### src/rtl/mbox_pkg.sv
// Shared constants for the management mailbox: address map, reset values,
// bit positions. Assumes byte-wide registers and 8-bit addressing.
package mbox_pkg;
    localparam int CTRL_ADDR     = 'h01;
    localparam int STAT_ADDR     = 'h02;
    localparam int OUT_BASE      = 'h30;
    localparam int IN_BASE       = 'h38;
    localparam int DOORBELL_ADDR = 'h40;
    localparam int TRIG_CODE     = 'h01;
    localparam int CTRL_RESET    = 'h10;
    localparam int MASK_BIT      = 4;
    localparam int ALERT_BIT     = 1;
endpackage

### src/rtl/mbox_msg_bank.sv
// Inbound and outbound message byte storage.
// Inbound bytes are written from the bus. Outbound bytes 1..ARG_BYTES load a
// result word on out_load, and the remaining outbound bytes are constant zero.
// Assumes NBYTES > ARG_BYTES.
module mbox_msg_bank #(
    parameter int NBYTES    = 8,
    parameter int DW        = 8,
    parameter int ARG_BYTES = 4,
    localparam int IW       = $clog2(NBYTES)
) (
    input  logic                    clk,
    input  logic                    rst_n,
    input  logic                    in_we,
    input  logic [IW-1:0]           in_idx,
    input  logic [DW-1:0]           in_wdata,
    input  logic                    out_load,
    input  logic [ARG_BYTES*DW-1:0] out_word,
    output logic [NBYTES*DW-1:0]    in_bytes,
    output logic [NBYTES*DW-1:0]    out_bytes
);
    for (genvar i = 0; i < NBYTES; i++) begin : g_in
        // Inbound byte i: bus write when selected.
        always_ff @(posedge clk) begin
            if (!rst_n)
                in_bytes[i*DW +: DW] <= '0;
            else if (in_we && in_idx == IW'(i))
                in_bytes[i*DW +: DW] <= in_wdata;
        end
    end

    for (genvar j = 0; j < NBYTES; j++) begin : g_out
        if (j >= 1 && j <= ARG_BYTES) begin : g_res
            // Outbound result byte j: loads on completion.
            always_ff @(posedge clk) begin
                if (!rst_n)
                    out_bytes[j*DW +: DW] <= '0;
                else if (out_load)
                    out_bytes[j*DW +: DW] <= out_word[(j-1)*DW +: DW];
            end
        end else begin : g_zero
            assign out_bytes[j*DW +: DW] = '0;
        end
    end
endmodule

### src/rtl/mbox_doorbell.sv
// Doorbell sequencer. A trigger while idle captures the command and argument,
// pulses req for one cycle and marks the request outstanding until done_in.
// Triggers while outstanding are dropped; done_in while idle is dropped.
module mbox_doorbell #(
    parameter int CW = 8,
    parameter int AW = 32
) (
    input  logic          clk,
    input  logic          rst_n,
    input  logic          trig,
    input  logic [CW-1:0] cmd_in,
    input  logic [AW-1:0] arg_in,
    input  logic          done_in,
    output logic          req,
    output logic [CW-1:0] cmd,
    output logic [AW-1:0] arg,
    output logic          busy,
    output logic          done_ok
);
    logic start;

    assign start   = trig && !busy;
    assign done_ok = done_in && busy;

    // Request pulse and outstanding flag.
    always_ff @(posedge clk) begin
        if (!rst_n) begin
            req  <= 1'b0;
            busy <= 1'b0;
        end else begin
            req <= start;
            if (start)
                busy <= 1'b1;
            else if (done_ok)
                busy <= 1'b0;
        end
    end

    // Snapshot of the command and argument at the accepted trigger.
    always_ff @(posedge clk) begin
        if (!rst_n) begin
            cmd <= '0;
            arg <= '0;
        end else if (start) begin
            cmd <= cmd_in;
            arg <= arg_in;
        end
    end
endmodule

### src/rtl/mbox_ctrl_stat.sv
// Control and status registers plus the alert gate.
// Status holds only the completion flag; a set wins over a same-cycle clear.
module mbox_ctrl_stat
    import mbox_pkg::*;
#(
    parameter int DW = 8
) (
    input  logic          clk,
    input  logic          rst_n,
    input  logic          ctrl_we,
    input  logic          stat_we,
    input  logic [DW-1:0] wdata,
    input  logic          set_flag,
    output logic [DW-1:0] ctrl_q,
    output logic [DW-1:0] stat_q,
    output logic          flag,
    output logic          alert_o
);
    // Control register, plain read/write.
    always_ff @(posedge clk) begin
        if (!rst_n)
            ctrl_q <= DW'(CTRL_RESET);
        else if (ctrl_we)
            ctrl_q <= wdata;
    end

    // Completion flag: set by done, write-one-to-clear.
    always_ff @(posedge clk) begin
        if (!rst_n)
            flag <= 1'b0;
        else if (set_flag)
            flag <= 1'b1;
        else if (stat_we && wdata[ALERT_BIT])
            flag <= 1'b0;
    end

    // Status view and alert gate.
    always_comb begin
        stat_q            = '0;
        stat_q[ALERT_BIT] = flag;
        alert_o           = flag && !ctrl_q[MASK_BIT];
    end
endmodule

### src/rtl/mgmt_mailbox.sv
// Management mailbox target: address decode, registered read mux, and
// wiring between the message bank, doorbell and control/status blocks.
// Assumes a single-cycle bus: one access per strobe, read data next cycle.
module mgmt_mailbox
    import mbox_pkg::*;
#(
    parameter int ADDR_W    = 8,
    parameter int DATA_W    = 8,
    parameter int MSG_BYTES = 8,
    parameter int ARG_BYTES = 4
) (
    input  logic                        clk,
    input  logic                        rst_n,
    input  logic [ADDR_W-1:0]           bus_addr,
    input  logic [DATA_W-1:0]           bus_wdata,
    input  logic                        bus_we,
    input  logic                        bus_re,
    output logic [DATA_W-1:0]           bus_rdata,
    output logic                        fw_req,
    output logic [DATA_W-1:0]           fw_cmd,
    output logic [ARG_BYTES*DATA_W-1:0] fw_arg,
    input  logic                        fw_done,
    input  logic [ARG_BYTES*DATA_W-1:0] fw_result,
    output logic                        alert_o
);
    localparam int IDX_W = $clog2(MSG_BYTES);
    localparam int TAG_W = ADDR_W - IDX_W;
    localparam int ARG_W = ARG_BYTES * DATA_W;

    logic                        sel_ctrl, sel_stat, sel_in, sel_out, sel_bell;
    logic [IDX_W-1:0]            idx;
    logic [MSG_BYTES*DATA_W-1:0] in_bytes, out_bytes;
    logic [DATA_W-1:0]           ctrl_q, stat_q, rd_next;
    logic                        busy, stat_alert, done_ok, trig;

    // Address decode.
    always_comb begin
        idx      = bus_addr[IDX_W-1:0];
        sel_ctrl = bus_addr == ADDR_W'(CTRL_ADDR);
        sel_stat = bus_addr == ADDR_W'(STAT_ADDR);
        sel_bell = bus_addr == ADDR_W'(DOORBELL_ADDR);
        sel_in   = bus_addr[ADDR_W-1:IDX_W] == TAG_W'(IN_BASE >> IDX_W);
        sel_out  = bus_addr[ADDR_W-1:IDX_W] == TAG_W'(OUT_BASE >> IDX_W);
        trig     = bus_we && sel_bell && bus_wdata == DATA_W'(TRIG_CODE);
    end

    mbox_msg_bank #(
        .NBYTES    (MSG_BYTES),
        .DW        (DATA_W),
        .ARG_BYTES (ARG_BYTES)
    ) u_bank (
        .clk       (clk),
        .rst_n     (rst_n),
        .in_we     (bus_we && sel_in),
        .in_idx    (idx),
        .in_wdata  (bus_wdata),
        .out_load  (done_ok),
        .out_word  (fw_result),
        .in_bytes  (in_bytes),
        .out_bytes (out_bytes)
    );

    mbox_doorbell #(
        .CW (DATA_W),
        .AW (ARG_W)
    ) u_bell (
        .clk     (clk),
        .rst_n   (rst_n),
        .trig    (trig),
        .cmd_in  (in_bytes[DATA_W-1:0]),
        .arg_in  (in_bytes[DATA_W +: ARG_W]),
        .done_in (fw_done),
        .req     (fw_req),
        .cmd     (fw_cmd),
        .arg     (fw_arg),
        .busy    (busy),
        .done_ok (done_ok)
    );

    mbox_ctrl_stat #(
        .DW (DATA_W)
    ) u_cs (
        .clk      (clk),
        .rst_n    (rst_n),
        .ctrl_we  (bus_we && sel_ctrl),
        .stat_we  (bus_we && sel_stat),
        .wdata    (bus_wdata),
        .set_flag (done_ok),
        .ctrl_q   (ctrl_q),
        .stat_q   (stat_q),
        .flag     (stat_alert),
        .alert_o  (alert_o)
    );

    // Read mux; unmapped and doorbell read as zero.
    always_comb begin
        rd_next = '0;
        if (sel_ctrl)
            rd_next = ctrl_q;
        else if (sel_stat)
            rd_next = stat_q;
        else if (sel_in)
            rd_next = in_bytes[idx*DATA_W +: DATA_W];
        else if (sel_out)
            rd_next = out_bytes[idx*DATA_W +: DATA_W];
    end

    // Registered read data, held between reads.
    always_ff @(posedge clk) begin
        if (!rst_n)
            bus_rdata <= '0;
        else if (bus_re)
            bus_rdata <= rd_next;
    end
endmodule

### config.mk
export PLATFORM = sky130hd
export DESIGN_NAME = mgmt_mailbox
export DESIGN_NICKNAME = d
export VERILOG_FILES = /design/src/rtl/mbox_pkg.sv /design/src/rtl/mbox_msg_bank.sv /design/src/rtl/mbox_doorbell.sv /design/src/rtl/mbox_ctrl_stat.sv /design/src/rtl/mgmt_mailbox.sv
export SDC_FILE = /design/constraint.sdc
export NUM_CORES = 1
export LEC_CHECK = 0
export BUFFER_PORTS_ARGS = -buffer_cell sky130_fd_sc_hd__buf_2
export CORE_MARGIN = 2
export CORE_UTILIZATION = 45
export CTS_CLUSTER_SIZE = 8
export DETAILED_ROUTE_END_ITERATION = 8
export GPL_ROUTABILITY_DRIVEN = 0
export HOLD_SLACK_MARGIN = 0.06
export PLACE_DENSITY_LB_ADDON = 0.15
export SLEW_MARGIN = 30
export SYNTH_ARGS = -nofsm -noshare
export SYNTH_HDL_FRONTEND = slang
export SYNTH_SLANG_ARGS = --single-unit
### constraint.sdc
create_clock -name clk -period 2.5 [get_ports clk]
set_input_delay 0.75 -clock clk [delete_from_list [all_inputs] [get_ports clk]]
set_output_delay 0.75 -clock clk [all_outputs]
set_load 0.02 [all_outputs]
==> results.sh <==
export IMPL_rsz0062_at_grt="false"
export IMPL_core_area_mm2=0.0146
export IMPL_drcViolationCount=0
export IMPL_use_met1=0.305
export IMPL_grt_pass1_vias=5059
export IMPL_yosys_area_share_simple=0.185
export IMPL_arrival_ns=2.54
export IMPL_criticalPathCategory="input pin to register"
export IMPL_synth_area_per_cell_um2=10.4
export IMPL_cts_hold_buf=0
export IMPL_yosysWarnings=0
export IMPL_htreeDepth=4
export IMPL_rows=44
export IMPL_skew_ns=0.00793
export IMPL_drt_total_wl_um=17400
export IMPL_power_per_cell_area_mw_per_mm2=635
export IMPL_setup_viol=0
export IMPL_slew_headroom=0.672
export IMPL_maxCapViolCount=0
export IMPL_period_needed_ns=2.23
export IMPL_drt_iter0_markers=276
export IMPL_num_vias=5041
export IMPL_busiest_layer="met2"
export IMPL_grt_usage=0.223
export IMPL_use_met3=0.0494
export IMPL_area_growth_pct=21.8
export IMPL_start_kind="input pin"
export IMPL_power_mw=5.26
export IMPL_final_util=0.566
export IMPL_routed_via_density=5.28
export IMPL_end_kind="register"
export IMPL_nets=810
export IMPL_synthMuxAreaShare=0.241
export IMPL_status="complete, no violations"
export IMPL_worstHoldPathType="register to register"
export IMPL_final_layout_size_suffix_gt1_frac=0.264
export IMPL_antenna_found_initial=0
export IMPL_finalHoldViolCount=0
export IMPL_grt_start_max_net_pins=80
export IMPL_synth_cell_types=45
export IMPL_cts_buffer_depth=2
export IMPL_vdd_drop_max_v=0.000466
export IMPL_clk_pin_slew_ns=0.06
export IMPL_drv_slew=0
export IMPL_ys_async_sr_fraction=0
export IMPL_post_dp_hpwl_um=12500
export IMPL_synth_top_family_by_area="multiplexers"
export IMPL_synth_fa_ha_area_frac=0
export IMPL_synth_area_top_cells="dfxtp_1 46%, mux2i_1 16%, nor2b_1 11%"
export IMPL_die_area_mm2=0.0161
export IMPL_worst_slew_pin_slew_ns=0.490
export IMPL_die_y_um=127
export IMPL_dr_pass1_iters=4
export IMPL_clkLatencyLatePin_ns=0.43
export IMPL_fmax_ghz=0.449
export IMPL_yosysTopAreaCell="dfxtp_1"
export IMPL_root_buffer="clkbuf_16"
export IMPL_cts_tree="yes"
export IMPL_synth_seq_area_share=0.456
export IMPL_path_max_fanout=8
export IMPL_place_inst=922
export IMPL_final_antenna_net_count=0
export IMPL_final_cell_mix="155 x dfxtp_1, 115 x nor2b_1, 112 x mux2i_1, 101 x buf_2, 76 x nand2_1"
export IMPL_pin_count=103
export IMPL_gr_total_overflow=0
export IMPL_postCtsSetupRepairBufs=0
export IMPL_dpl_cell_area_mm2=0.00772
export IMPL_n_antenna_cell=0
export IMPL_fin_area_mm2=0.00829
export IMPL_grt_pass1_wl_um=27600
export IMPL_start_util=0.465
export IMPL_synth_top_cell_area_share=0.456
export IMPL_final_cells=954
export IMPL_synth_xor_area_frac=0
export IMPL_final_common_cell="dfxtp_1"
export IMPL_synth_main_ff_cell="dfxtp_1"
export IMPL_io_buffer_count=102
export IMPL_use_met2=0.352
export IMPL_pre_cts_ws_ns=-0.150
export IMPL_fin_ws_ns=0.274
export IMPL_cts_resized=0
export IMPL_chipWidth_um=127
export IMPL_syn_area_mm2=0.00681
export IMPL_synth_edf_count=0
export IMPL_cp_required_ns=2.81
export IMPL_synth_compound_area_frac=0.0801
export IMPL_synthCells=653
export IMPL_cts_buffers=17
export IMPL_timing_final_crit_share=0.890
export IMPL_wl_per_cell_um=18.2
export IMPL_ys_seq_elements=155
export IMPL_power_leakage_nw=3.12
export IMPL_numClockSinks=155
export IMPL_synth_nets=706
-- where the power goes --
part | internal, mW | switching, mW | leakage [nW] | total [mW]
logic | 0.131 | 0.155 | 1.59 | 0.286
clock network | 1.42 | 1.08 | 0.278 | 2.50
registers | 2.48 | 0.00514 | 1.25 | 2.48
-- metal layers --
layer	up-vias	part of all wire
li1	2479	-
met1	2379	0.46
met2	158	0.45
met3	25	0.064
met4	0	0.023
met5	-	0
-- critical path, stage by stage --
cell,delay (ns)
buf_2,0.13
or4_4,0.56
or3_4,0.38
or2_1,0.39
mux2i_1,0.25
nor2b_1,0.08
-- state kept, by name, indices dropped and copies added (netlist names) --
name and flops:
u_cs.flag 1, u_bell.req 1, u_cs.ctrl_q 8, u_bell.arg 32, u_bank.in_bytes 64, u_bell.cmd 8
u_bell.busy 1, bus_rdata 8, u_bank.out_bytes 32
-- Yosys cell counts, drive strengths merged, types with 3 or more instances --
library cell	number
a21boi	33
a21oi	7
a221oi	12
a22oi	3
and3	3
buf	16
clkbuf	38
dfxtp	155
mux2	14
mux2i	112
mux4	16
nand2	76
nand3	6
nor2	11
nor2b	115
nor4b	3
o21ai	5
o221ai	6
-- logic make-up (layout without fill, tap and decap cells) --
family | count (synthesis) | in the layout
AND/OR/NAND/NOR | 228 | 228
buffers and inverters | 55 | 172
flip-flops | 155 | 155
multiplexers | 142 | 142
AO/OA/AOI/OAI | 73 | 73
-- stage by stage --
| step | TNS (ns) | hold slack (ns) |
|---|---|---|
| after floorplan | 0 | 0.439 |
| after global placement | -0.406 | 0.448 |
| after detailed placement | -1.17 | 0.462 |
| after CTS | 0 | 0.471 |
| after global routing | 0 | 0.490 |
| final | 0 | 0.466 |
-- final timing paths --
path / depth (start not counted) / startpoint / endpoint / slack (ns)
max: 6 / bus_addr[2] / u_cs.ctrl_q[5] / 0.27
min: 2 / u_bank.out_bytes[18] / u_bank.out_bytes[18] / 0.47
max reg2reg: 5 / u_bank.out_bytes[25] / bus_rdata[1] / 0.87
min reg2reg: 2 / u_bank.out_bytes[18] / u_bank.out_bytes[18] / 0.47
-- final cells by class --
cell class | count | area [µm²]
repair buffers | 139 | 928
fillers | 1269 | 6350
flip-flops and latches | 155 | 3100
well taps | 184 | 230
clock buffers | 18 | 439
inverters | 1 | 3.75
clock inverters | 14 | 138
multi-input cells | 443 | 3450
Note: power is estimated with default switching activity, not from simulation.
